### src/rtl/clkseq_pkg.sv
package clkseq_pkg;

    typedef enum logic [2:0] {
        ST_PWRUP = 3'd0,
        ST_RUN   = 3'd1,
        ST_WAIT  = 3'd2,
        ST_STOP  = 3'd3,
        ST_STOPX = 3'd4
    } seq_state_e;

    typedef struct packed {
        seq_state_e st;
        logic       short_sel;
        logic       cpu_en;
        logic       per_en;
    } seq_regs_t;

endpackage

### src/rtl/clkseq_div.sv
module clkseq_div #(
    parameter int DIV = 4
) (
    input  logic clk,
    input  logic rst_n,
    input  logic run_i,
    input  logic sel_i,
    input  logic osc_tick_i,
    input  logic pll_tick_i,
    output logic pulse_o
);
    localparam int PW = (DIV > 2) ? $clog2(DIV) : 1;
    localparam logic [PW-1:0] LAST = PW'(DIV - 1);

    typedef struct packed {
        logic [PW-1:0] ph;
    } div_regs_t;

    div_regs_t regs_d, regs_q;
    logic      tick;

    always_comb begin
        regs_d = regs_q;
        tick   = sel_i ? pll_tick_i : osc_tick_i;
        pulse_o = run_i && tick && (regs_q.ph == LAST);
        if (!run_i) begin
            regs_d.ph = '0;
        end else if (tick) begin
            regs_d.ph = (regs_q.ph == LAST) ? '0 : regs_q.ph + 1'b1;
        end
    end

    always_ff @(posedge clk or negedge rst_n) begin
        if (!rst_n) begin
            regs_q <= '0;
        end else begin
            regs_q <= regs_d;
        end
    end
endmodule

### src/rtl/clkseq_hold.sv
module clkseq_hold #(
    parameter int POR_CYCLES = 4096,
    parameter int STOP_LONG  = 4096,
    parameter int STOP_SHORT = 32
) (
    input  logic clk,
    input  logic rst_n,
    input  logic clear_i,
    input  logic count_i,
    input  logic pwrup_i,
    input  logic short_i,
    input  logic osc_tick_i,
    output logic done_o
);
    localparam int MAXA = (POR_CYCLES > STOP_LONG) ? POR_CYCLES : STOP_LONG;
    localparam int MAXC = (MAXA > STOP_SHORT) ? MAXA : STOP_SHORT;
    localparam int CW   = $clog2(MAXC + 1);

    typedef struct packed {
        logic [CW-1:0] cnt;
    } hold_regs_t;

    hold_regs_t    regs_d, regs_q;
    logic [CW-1:0] limit;

    always_comb begin
        regs_d = regs_q;
        if (pwrup_i) begin
            limit = CW'(POR_CYCLES);
        end else if (short_i) begin
            limit = CW'(STOP_SHORT);
        end else begin
            limit = CW'(STOP_LONG);
        end
        done_o = count_i && !clear_i && osc_tick_i && (regs_q.cnt == limit - 1'b1);
        if (clear_i) begin
            regs_d.cnt = '0;
        end else if (count_i && osc_tick_i) begin
            regs_d.cnt = regs_q.cnt + 1'b1;
        end
    end

    always_ff @(posedge clk or negedge rst_n) begin
        if (!rst_n) begin
            regs_q <= '0;
        end else begin
            regs_q <= regs_d;
        end
    end
endmodule

### src/rtl/clkseq_top.sv
module clkseq_top
    import clkseq_pkg::*;
#(
    parameter int DIV        = 4,
    parameter int POR_CYCLES = 4096,
    parameter int STOP_LONG  = 4096,
    parameter int STOP_SHORT = 32
) (
    input  logic clk,
    input  logic rst_n,
    input  logic osc_tick,
    input  logic pll_tick,
    input  logic src_sel,
    input  logic por_req,
    input  logic lvi_req,
    input  logic stop_req,
    input  logic wait_req,
    input  logic wake_irq,
    input  logic wake_brk,
    input  logic wake_rst,
    input  logic stop_short,
    output logic cpu_en,
    output logic per_en,
    output logic rst_pin_n
);
    seq_regs_t regs_d, regs_q;

    logic cause;
    logic wake;
    logic in_hold;
    logic running;
    logic hold_clear;
    logic hold_done;
    logic bus_pulse;

    assign cause      = por_req || lvi_req;
    assign wake       = wake_irq || wake_brk || wake_rst;
    assign in_hold    = (regs_q.st == ST_PWRUP) || (regs_q.st == ST_STOPX);
    assign running    = (regs_q.st == ST_RUN) || (regs_q.st == ST_WAIT);
    assign hold_clear = cause || !in_hold;

    clkseq_div #(
        .DIV(DIV)
    ) u_div (
        .clk       (clk),
        .rst_n     (rst_n),
        .run_i     (running),
        .sel_i     (src_sel),
        .osc_tick_i(osc_tick),
        .pll_tick_i(pll_tick),
        .pulse_o   (bus_pulse)
    );

    clkseq_hold #(
        .POR_CYCLES(POR_CYCLES),
        .STOP_LONG (STOP_LONG),
        .STOP_SHORT(STOP_SHORT)
    ) u_hold (
        .clk       (clk),
        .rst_n     (rst_n),
        .clear_i   (hold_clear),
        .count_i   (in_hold),
        .pwrup_i   (regs_q.st == ST_PWRUP),
        .short_i   (regs_q.short_sel),
        .osc_tick_i(osc_tick),
        .done_o    (hold_done)
    );

    always_comb begin
        regs_d = regs_q;
        if (cause) begin
            regs_d.st = ST_PWRUP;
        end else begin
            unique case (regs_q.st)
                ST_PWRUP: if (hold_done) regs_d.st = ST_RUN;
                ST_RUN: begin
                    if (stop_req) begin
                        regs_d.st = ST_STOP;
                    end else if (wait_req) begin
                        regs_d.st = ST_WAIT;
                    end
                end
                ST_WAIT: if (wake) regs_d.st = ST_RUN;
                ST_STOP: begin
                    if (wake) begin
                        regs_d.st        = ST_STOPX;
                        regs_d.short_sel = stop_short;
                    end
                end
                ST_STOPX: if (hold_done) regs_d.st = ST_RUN;
                default: regs_d.st = ST_PWRUP;
            endcase
        end
        regs_d.cpu_en = bus_pulse && (regs_d.st == ST_RUN);
        regs_d.per_en = bus_pulse && ((regs_d.st == ST_RUN) || (regs_d.st == ST_WAIT));
    end

    always_ff @(posedge clk or negedge rst_n) begin
        if (!rst_n) begin
            regs_q <= '{st: ST_PWRUP, short_sel: 1'b0, cpu_en: 1'b0, per_en: 1'b0};
        end else begin
            regs_q <= regs_d;
        end
    end

    assign cpu_en    = regs_q.cpu_en;
    assign per_en    = regs_q.per_en;
    assign rst_pin_n = (regs_q.st != ST_PWRUP);
endmodule

### config.mk
export PLATFORM = sky130hd
export DESIGN_NAME = clkseq_top
export DESIGN_NICKNAME = d
export VERILOG_FILES = /design/src/rtl/clkseq_pkg.sv /design/src/rtl/clkseq_div.sv /design/src/rtl/clkseq_hold.sv /design/src/rtl/clkseq_top.sv
export SDC_FILE = /design/constraint.sdc
export NUM_CORES = 1
export LEC_CHECK = 0
export BUFFER_PORTS_ARGS = -buffer_cell sky130_fd_sc_hd__buf_4
export CORE_MARGIN = 2
export CORE_UTILIZATION = 60
export CTS_CLUSTER_SIZE = 30
export DETAILED_ROUTE_END_ITERATION = 12
export PLACE_DENSITY_LB_ADDON = 0.2
export SLEW_MARGIN = 40
export SYNTH_ARGS = -nofsm -noshare
export SYNTH_HDL_FRONTEND = slang
export SYNTH_HIERARCHICAL = 1
export SYNTH_SLANG_ARGS = --single-unit
### constraint.sdc
create_clock -name clk -period 3.9 [get_ports clk]
set_input_delay 0.195 -clock clk [delete_from_list [all_inputs] [get_ports clk]]
set_output_delay 0.195 -clock clk [all_outputs]
set_load 0.005 [all_outputs]
* Word level (Yosys, flattened, before mapping)
Index checks and enable logic that the tools add are counted.
** Storage, ports and cells
- Register bits after elaboration :: 21
- Output and inout bits :: 3
** Operators by class
- Reduce and logical (&&, ||, !) cells :: 22
- Eq/ne operators :: 9
- $add $sub $neg :: 3
- Multiplexer cells :: 15
- Bitwise operators :: 1
** Operators by type and width (count)
- 13-bit two-way mux :: 4
- 3-bit two-way mux :: 5
- 13-bit by 1-bit adder with 13-bit output (second input constant) :: 1
- 13-bit == test :: 1
- 13-bit by 1-bit subtractor with 13-bit output (second input constant) :: 1
- 3-bit case mux with 4 select lines :: 1
- 3-bit by 2-bit == test with 1-bit output (second input constant) :: 3
- 1-bit logical AND :: 8
- 1-bit logical OR :: 7
- 3-bit by 1-bit == test with 1-bit output (second input constant) :: 2
- 2-bit two-way mux :: 3
- 4-bit two-way mux :: 1
- 3-bit == test (second input constant) :: 1
- 3-bit zero test :: 1
- 3-bit AND reduction :: 1
- 3-bit nonzero test :: 1
- 2-bit by 1-bit adder with 2-bit output (second input constant) :: 1
- 2-bit == test (second input constant) :: 1
- 1-bit zero test :: 2
- 2-bit inequality test (second input constant) :: 1
- 2-bit nonzero test :: 1
- 2-bit OR reduction :: 1
- 1-bit two-way mux :: 1
- 1-bit inverter :: 1

* Longest topological paths before layout
Gate-level depths: netlist of run 1.
- Word-level depth :: 14
- Depth in mapped cells :: 10
- Depth with buffers taken out :: 9

* Modules after synthesis
Netlist of run 1, hierarchy kept.
** By module, submodules not included
- clkseq_hold :: seq. area each 325.3 um2, area each 704.4 um2, cells an instance 71, instances 1
- clkseq_top :: seq. area each 150.1 um2, area each 361.6 um2, cells an instance 42, instances 1
- clkseq_div :: seq. area each 50.0 um2, area each 121.4 um2, cells an instance 12, instances 1

* Worst setup path before layout of run 1
Ideal clock, no wire load.
- Path kind :: register to register
- Start :: register, netlist name regs_q[3]
- End :: register regs_q[0] (netlist: per_en)
- Cell stages (with the launch flop) :: 10
- Data arrival time :: 1.779 ns
- Slack :: 2.047 ns
- Data required time :: 3.827 ns
- Library setup time :: 0.073 ns
- Period minus slack after synthesis :: 1.853 ns
- Buffers on the path :: 2
- Cells stage by stage :: dfrtp_1 > buf_2 > nor2_1 > and4_2 > buf_6 > nand4_1 > a21oi_1 > mux2_1 > nand4_1 > a21oi_2
** RTL lines
- end signal: assignment :: line clkseq_top.sv:100 : regs_q <= '{st: ST_PWRUP, short_sel: 1'b0, cpu_en: 1'b0, per_en: 1'b0};
- end signal: assignment :: line clkseq_top.sv:102 : regs_q <= regs_d;
- end: declaration :: line clkseq_top.sv:26 : seq_regs_t regs_d, regs_q;

==> results of run 1 <==
## power groups by stage
stage                     Sequential, mW  Clock, mW  Combinational (mW)
after detailed placement           0.223          0              0.0259
after global placement             0.223          0              0.0248
after floorplan                    0.223          0             0.00892
final                              0.219      0.101              0.0262
after global routing               0.219      0.116              0.0295
after CTS                          0.219      0.107              0.0266
## layout by cell type, fill, tap and decap left out, types with 2 or more instances in the layout
master	count
nor2b_1	2
ha_1	2
nor3_1	3
nand4_1	4
buf_4	15
xor2_1	11
mux2i_1	3
nand2b_1	4
nor2_1	20
clkbuf_4	3
and3_1	2
nand2_1	12
nand3_1	9
a21oi_1	2
mux2_1	2
o21ai_0	2
dfrtp_1	21
nor4_1	2
and3_2	2
## area by class of cell
cell class / count / area (um^2) / share of cell area (%)
Timing Repair Buffer: 16 / 122.6 / 9.133
Inverter: 1 / 3.754 / 0.2796
Clock buffer: 3 / 22.52 / 1.678
Sequential cell: 21 / 525.5 / 39.14
Clock inverter: 1 / 5.005 / 0.3728
Multi-Input combinational cell: 98 / 629.4 / 46.88
Tap cell: 27 / 33.78 / 2.516
## sequential cells by signal (all words and copies together) (netlist names)
register	cells
regs_q	4
cpu_en	1
u_hold/regs_q	13
u_div/regs_q	2
per_en	1
## how the worst max path moves through the flow
| stage | startpoint | cells past startpoint | endpoint |
|---|---|---|---|
| after floorplan | regs_q[3] | 9 | per_en |
| after global placement | regs_q[4] | 8 | cpu_en |
| after detailed placement | regs_q[4] | 9 | per_en |
| after CTS | regs_q[4] | 9 | per_en |
| after global routing | regs_q[4] | 9 | per_en |
| final | regs_q[4] | 9 | per_en |
## cells by family after synthesis
| kind of cell | Yosys count | share of synthesized area, % |
|---|---|---|
| and+or+nand+nor | 69 | 30.87 |
| DFF | 21 | 44.26 |
| xor gates and xnor gates | 12 | 8.851 |
| AOI/OAI and AO/OA | 8 | 4.320 |
| muxes | 7 | 6.849 |
| buffers and inverters | 6 | 2.740 |
| adders and majority gates | 2 | 2.107 |
## per-layer routing
| layer | track usage (%) | vias up | share of wire, % |
|---|---|---|---|
| met5 | 0 | - | 0 |
| met4 | 10.00 | 0 | 2.0 |
| met3 | 2.778 | 4 | 3.0 |
| met2 | 40.74 | 19 | 52 |
| met1 | 28.81 | 470 | 43 |
| li1 | - | 460 | - |
## what timing repair did
item | CTS | global route
endpoints found under the hold margin | 21 | 0
resized for setup | 0 | 0
hold buffers | 1 | 0
buffers inserted | 0 | 0
## critical path: stages, from the launching register on
cell and delay, ns:
dfrtp_1 0.50, nor2_1 0.41, nand2_1 0.42, nor2_1 0.25
nand4_1 0.11, a21oi_1 0.19, a32oi_1 0.09, o21ai_1 0.15
or2_1 0.15, a21oi_2 0.05
==> impl_metrics.yaml, run 1 <==
synthesis:
  synth_area_leaders: "dfrtp_1 44%, xor2_1 8.1%, nor2_1 6.3%, nand3_1 3.8%, nand2_1 3.8%"
  synth_cells: 125
  ys_seq_elements: 21
  netlist_top_cells_count: "21 x dfrtp_1, 20 x nor2_1, 12 x nand2_1"
  synth_area_um2: 1187
  yosys_warnings: 6
  synth_ff_type: "dfrtp_1"
  ys_seq_area_share_pct: 44.26
  synth_top_area_share_pct: 44.26
  yosysTopAreaCell: "dfrtp_1"
  syn_area_per_cell_um2: 9.499
  async_flop_share_pct: 100.0
  synth_most_common_cell: "dfrtp_1"
  syn_nets: 140
  ys_types: 37
  synth_edf_count: 0
power:
  leakage_nw: 0.6106
  p_comb_share_pct: 7.6
  power.internal_mw: 0.2691
  switching_share_pct: 22.33
  p_switching_mw: 0.07737
  total_power_mw: 0.3465
  pwr-share-seq_pct: 63.3
  p_clk_share_pct: 29.2
  ir_drop_uv: 237.6
  power_density_nw_per_um2: 258.1
placement:
  dp_worst_setup_slack_ns: 1.547
  placed_area_um2: 1305
  dp_cells: 162
  gp_congestion: 0.8658
  numPortBuffers: 15
  hpwl_um: 1710
clock_network:
  clock-sinks: 21
  clock_latency_ns: 0.30
  numCtsBuffers: 3
  clockBufferDepth: 2
  htreeDepth: 1
  cts_tree: "yes"
  root_buffer: "clkbuf_4"
  clk_pin_slew_ns: 0.11
grt:
  grt_pass1_wl_um: 4215
  globalRouteTotalUtil_pct: 23.13
  grt_overflow: 0
  antenna_found_initial: 0
  grt_pass1_vias: 971
  grt_max_degree: 22
sta:
  holdWs_ns: 0.1060
  setup_slack_ns: 1.475
  max-slew-margin-rel_pct: 69.00
  setup_tns_ns: 0
  finalCriticalPeriod_ns: 2.425
  fin_skew_ns: 0.004827
  hold_violations: 0
  finalCritPeriodShare_pct: 62.19
  finalSetupViolCount: 0
  tightestPinTransition_ns: 0.4639
  fmax_mhz: 412.3
  drv_slew: 0
  rsz0062_at_grt: "no"
drt:
  dr.pass1.iters: 4
  drcViolationCount: 0
  ant_nets: 0
  viasPerCell: 5.707
  wl_um: 2305
  via_count: 953
  routedWlPerCell_um: 13.80
  first_iter_violations: 13
worst_hold_path:
  holdCritStartpoint: "stop_short"
  whs_endpoint: "regs_q[2]"
  hold_path_depth: 2
  worst_hold_path_type: "primary input to flip-flop"
critical_path:
  end_kind: "flip-flop"
  critPathKind: "flip-flop to flip-flop"
  worst_ep_required_time_ns: 4.10
  r2r_cells: 9
  cp_max_fo: 14
  r2r-start: "regs_q[4]"
  rrSetupSlack_ns: 1.47
  r2r-end: "per_en"
  crit_arrival_ns: 2.63
  start_kind: "flip-flop"
floorplan:
  dieArea_um2: 2351
  dieWidth_um: 48.49
  core_um2: 1922
  die_h_um: 48.49
  initial_core_util_pct: 61.78
  num_rows: 16
  io_pins: 16
layout:
  fillers: 166
  fin_area_um2: 1343
  drive_gt1_share_pct: 21.43
  fin_cells: 167
  final_nets: 156
  postLayoutCoreUtil_pct: 69.86
  insertedDiodeCount: 0
  area_growth_pct: 13.07
outcome:
  status: "completed"
flow_run:
  max_cap_viol_count: 0
No activity file was read; power rests on OpenSTA's default activity.
==> run 2: changes to the inputs <==
--- a/config.mk
+++ b/config.mk
@@ -7,7 +7,7 @@
 export LEC_CHECK = 0
 export BUFFER_PORTS_ARGS = -buffer_cell sky130_fd_sc_hd__buf_4
 export CORE_MARGIN = 2
-export CORE_UTILIZATION = 60
+export CORE_UTILIZATION = 50
 export CTS_CLUSTER_SIZE = 30
 export DETAILED_ROUTE_END_ITERATION = 12
 export PLACE_DENSITY_LB_ADDON = 0.2
==> constraint.sdc (replaced) <==
create_clock -name clk -period 2.1 [get_ports clk]
set_input_delay 0.105 -clock clk [delete_from_list [all_inputs] [get_ports clk]]
set_output_delay 0.105 -clock clk [all_outputs]
set_load 0.005 [all_outputs]
==> run 2 against run 1 <==
Compared with the run above:
- clock skew down 0.0014 ns
- non-clock buffer count rose by 3
- clock-buffer cell count did not move
- critical endpoint unchanged
- largest power group unchanged
==> impl_metrics.yaml, run 2 (same netlist as run 1, synthesis figures left out) <==
worst_hold_path:
  hold_path_depth: 2
  whs_endpoint: "regs_q[2]"
  worst_hold_path_type: "primary input to flip-flop"
  holdCritStartpoint: "stop_short"
drt:
  wl_um: 2271
  via_count: 925
  drcViolationCount: 0
  dr.pass1.iters: 4
  ant_nets: 0
  routedWlPerCell_um: 13.28
  first_iter_violations: 9
  viasPerCell: 5.409
critical_path:
  r2r-end: "per_en"
  r2r_cells: 9
  crit_arrival_ns: 2.04
  start_kind: "flip-flop"
  crit_cells: 9
  worst_ep_required_time_ns: 2.33
  r2r-start: "regs_q[4]"
  cp_num_buf_inv: 0
  rrSetupSlack_ns: 0.29
  slowest_delay_ns: 0.50
  cp_max_fo: 9
  cp_top_family: "simple AND/OR/NAND/NOR gates"
  critPathKind: "flip-flop to flip-flop"
  end_kind: "flip-flop"
  crit_chain: "nor2_1 > nand2_1 > nor2_1 > nand4_1 > a21oi_1 > a32oi_1 > o21ai_1 > nand2_1 > a21oi_2"
  cp_slowest_cell: "dfrtp_1"
power:
  total_power_mw: 0.6477
  power_density_nw_per_um2: 474.1
  pwr-share-seq_pct: 62.8
  power.internal_mw: 0.5008
  p_clk_share_pct: 29.4
  switching_share_pct: 22.69
  p_switching_mw: 0.1470
  ir_drop_uv: 475.6
  leakage_nw: 0.6247
  p_comb_share_pct: 7.7
clock_network:
  root_buffer: "clkbuf_4"
  post-cts-setup-buffers: 0
  clock-sinks: 21
  htreeDepth: 1
  numCtsBuffers: 3
  cts_tree: "yes"
  clockBufferDepth: 2
  clock_latency_ns: 0.29
  cts_resized: 0
  clk_pin_slew_ns: 0.11
placement:
  hpwl_um: 1692
  numPortBuffers: 15
  placed_area_um2: 1329
  dp_cells: 166
  gp_congestion: 0.7737
grt:
  grt_max_degree: 22
  grt_pass1_vias: 968
  globalRouteTotalUtil_pct: 19.58
  grt_overflow: 0
  grt_pass1_wl_um: 3981
  antenna_found_initial: 0
sta:
  drv_slew: 0
  tightestPinTransition_ns: 0.2961
  hold_violations: 0
  finalCriticalPeriod_ns: 1.810
  holdWs_ns: 0.02460
  fin_skew_ns: 0.003442
  setup_tns_ns: 0
  finalSetupViolCount: 0
  finalCritPeriodShare_pct: 86.18
  rsz0062_at_grt: "no"
  fmax_mhz: 552.6
  max-slew-margin-rel_pct: 80.19
layout:
  largest_reg_flops: 13
  fin_area_um2: 1366
  mostFrequentLayoutCells: "21 x dfrtp_1, 20 x nor2_1, 18 x buf_4"
  fin_cells: 171
  drive_gt1_share_pct: 23.08
  insertedDiodeCount: 0
  final_nets: 159
  largest_register: "u_hold/regs_q"
  final_common_cell: "dfrtp_1"
  top_regs: "u_hold/regs_q x13, regs_q x4, u_div/regs_q x2"
  area_growth_pct: 15.07
floorplan:
  die_h_um: 52.73
  core_um2: 2233
  initial_core_util_pct: 53.17
  dieWidth_um: 52.73
  dieArea_um2: 2780
  num_rows: 17
  io_pins: 16
flow_run:
  max_cap_viol_count: 0
outcome:
  status: "completed"
==> run 2: timing repair <==
action	in CTS	in global routing
endpoints found under the setup margin	0	0
hold buffers	1	0
endpoints found under the hold margin	21	0
==> run 2: area by class of cell <==
class	count	area [um^2]
Clock buffer	3	22.52
Fill cell	190	867.1
Multi-Input combinational cell	98	629.4
Inverter	1	3.754
Tap cell	28	35.03
Sequential cell	21	525.5
Clock inverter	1	5.005
Timing Repair Buffer	19	145.1
==> run 2: worst max path at each step <==
stage,startpoint,end,slack (ns)
5_1_grt,regs_q[4],per_en,0.04
2_1_floorplan,regs_q[3],per_en,0.25
6_report,regs_q[4],per_en,0.29
3_3_place_gp,regs_q[4],cpu_en,0.36
3_5_place_dp,regs_q[4],per_en,0.31
4_1_cts,regs_q[4],per_en,0.29
==> run 2: power by group through the flow <==
| stage | combinational, mW | clock, mW | sequential, mW |
|---|---|---|---|
| after floorplan | 0.0166 | 0 | 0.415 |
| after global placement | 0.0485 | 0 | 0.415 |
| after detailed placement | 0.0497 | 0 | 0.415 |
| after CTS | 0.0512 | 0.205 | 0.407 |
| after global routing | 0.0565 | 0.222 | 0.407 |
| final | 0.0502 | 0.191 | 0.407 |
==> run 2: per-stage QoR <==
step                worst slack (ns)  utilization (%)
CTS                           0.2887            61.18
global placement              0.3618            59.50
detailed placement            0.3135            59.50
finish                        0.2903            61.18
global route                 0.04429            61.18
floorplan                     0.2472                -
==> run 2: metal layers <==
metal / share of wire, % / global-route usage (%) / vias up
met2: 53 / 36.67 / 8
met1: 44 / 22.20 / 448
li1: - / - / 467
met3: 2.5 / 4.000 / 2
met5: 0 / 0 / -
met4: 0.75 / 5.128 / 0
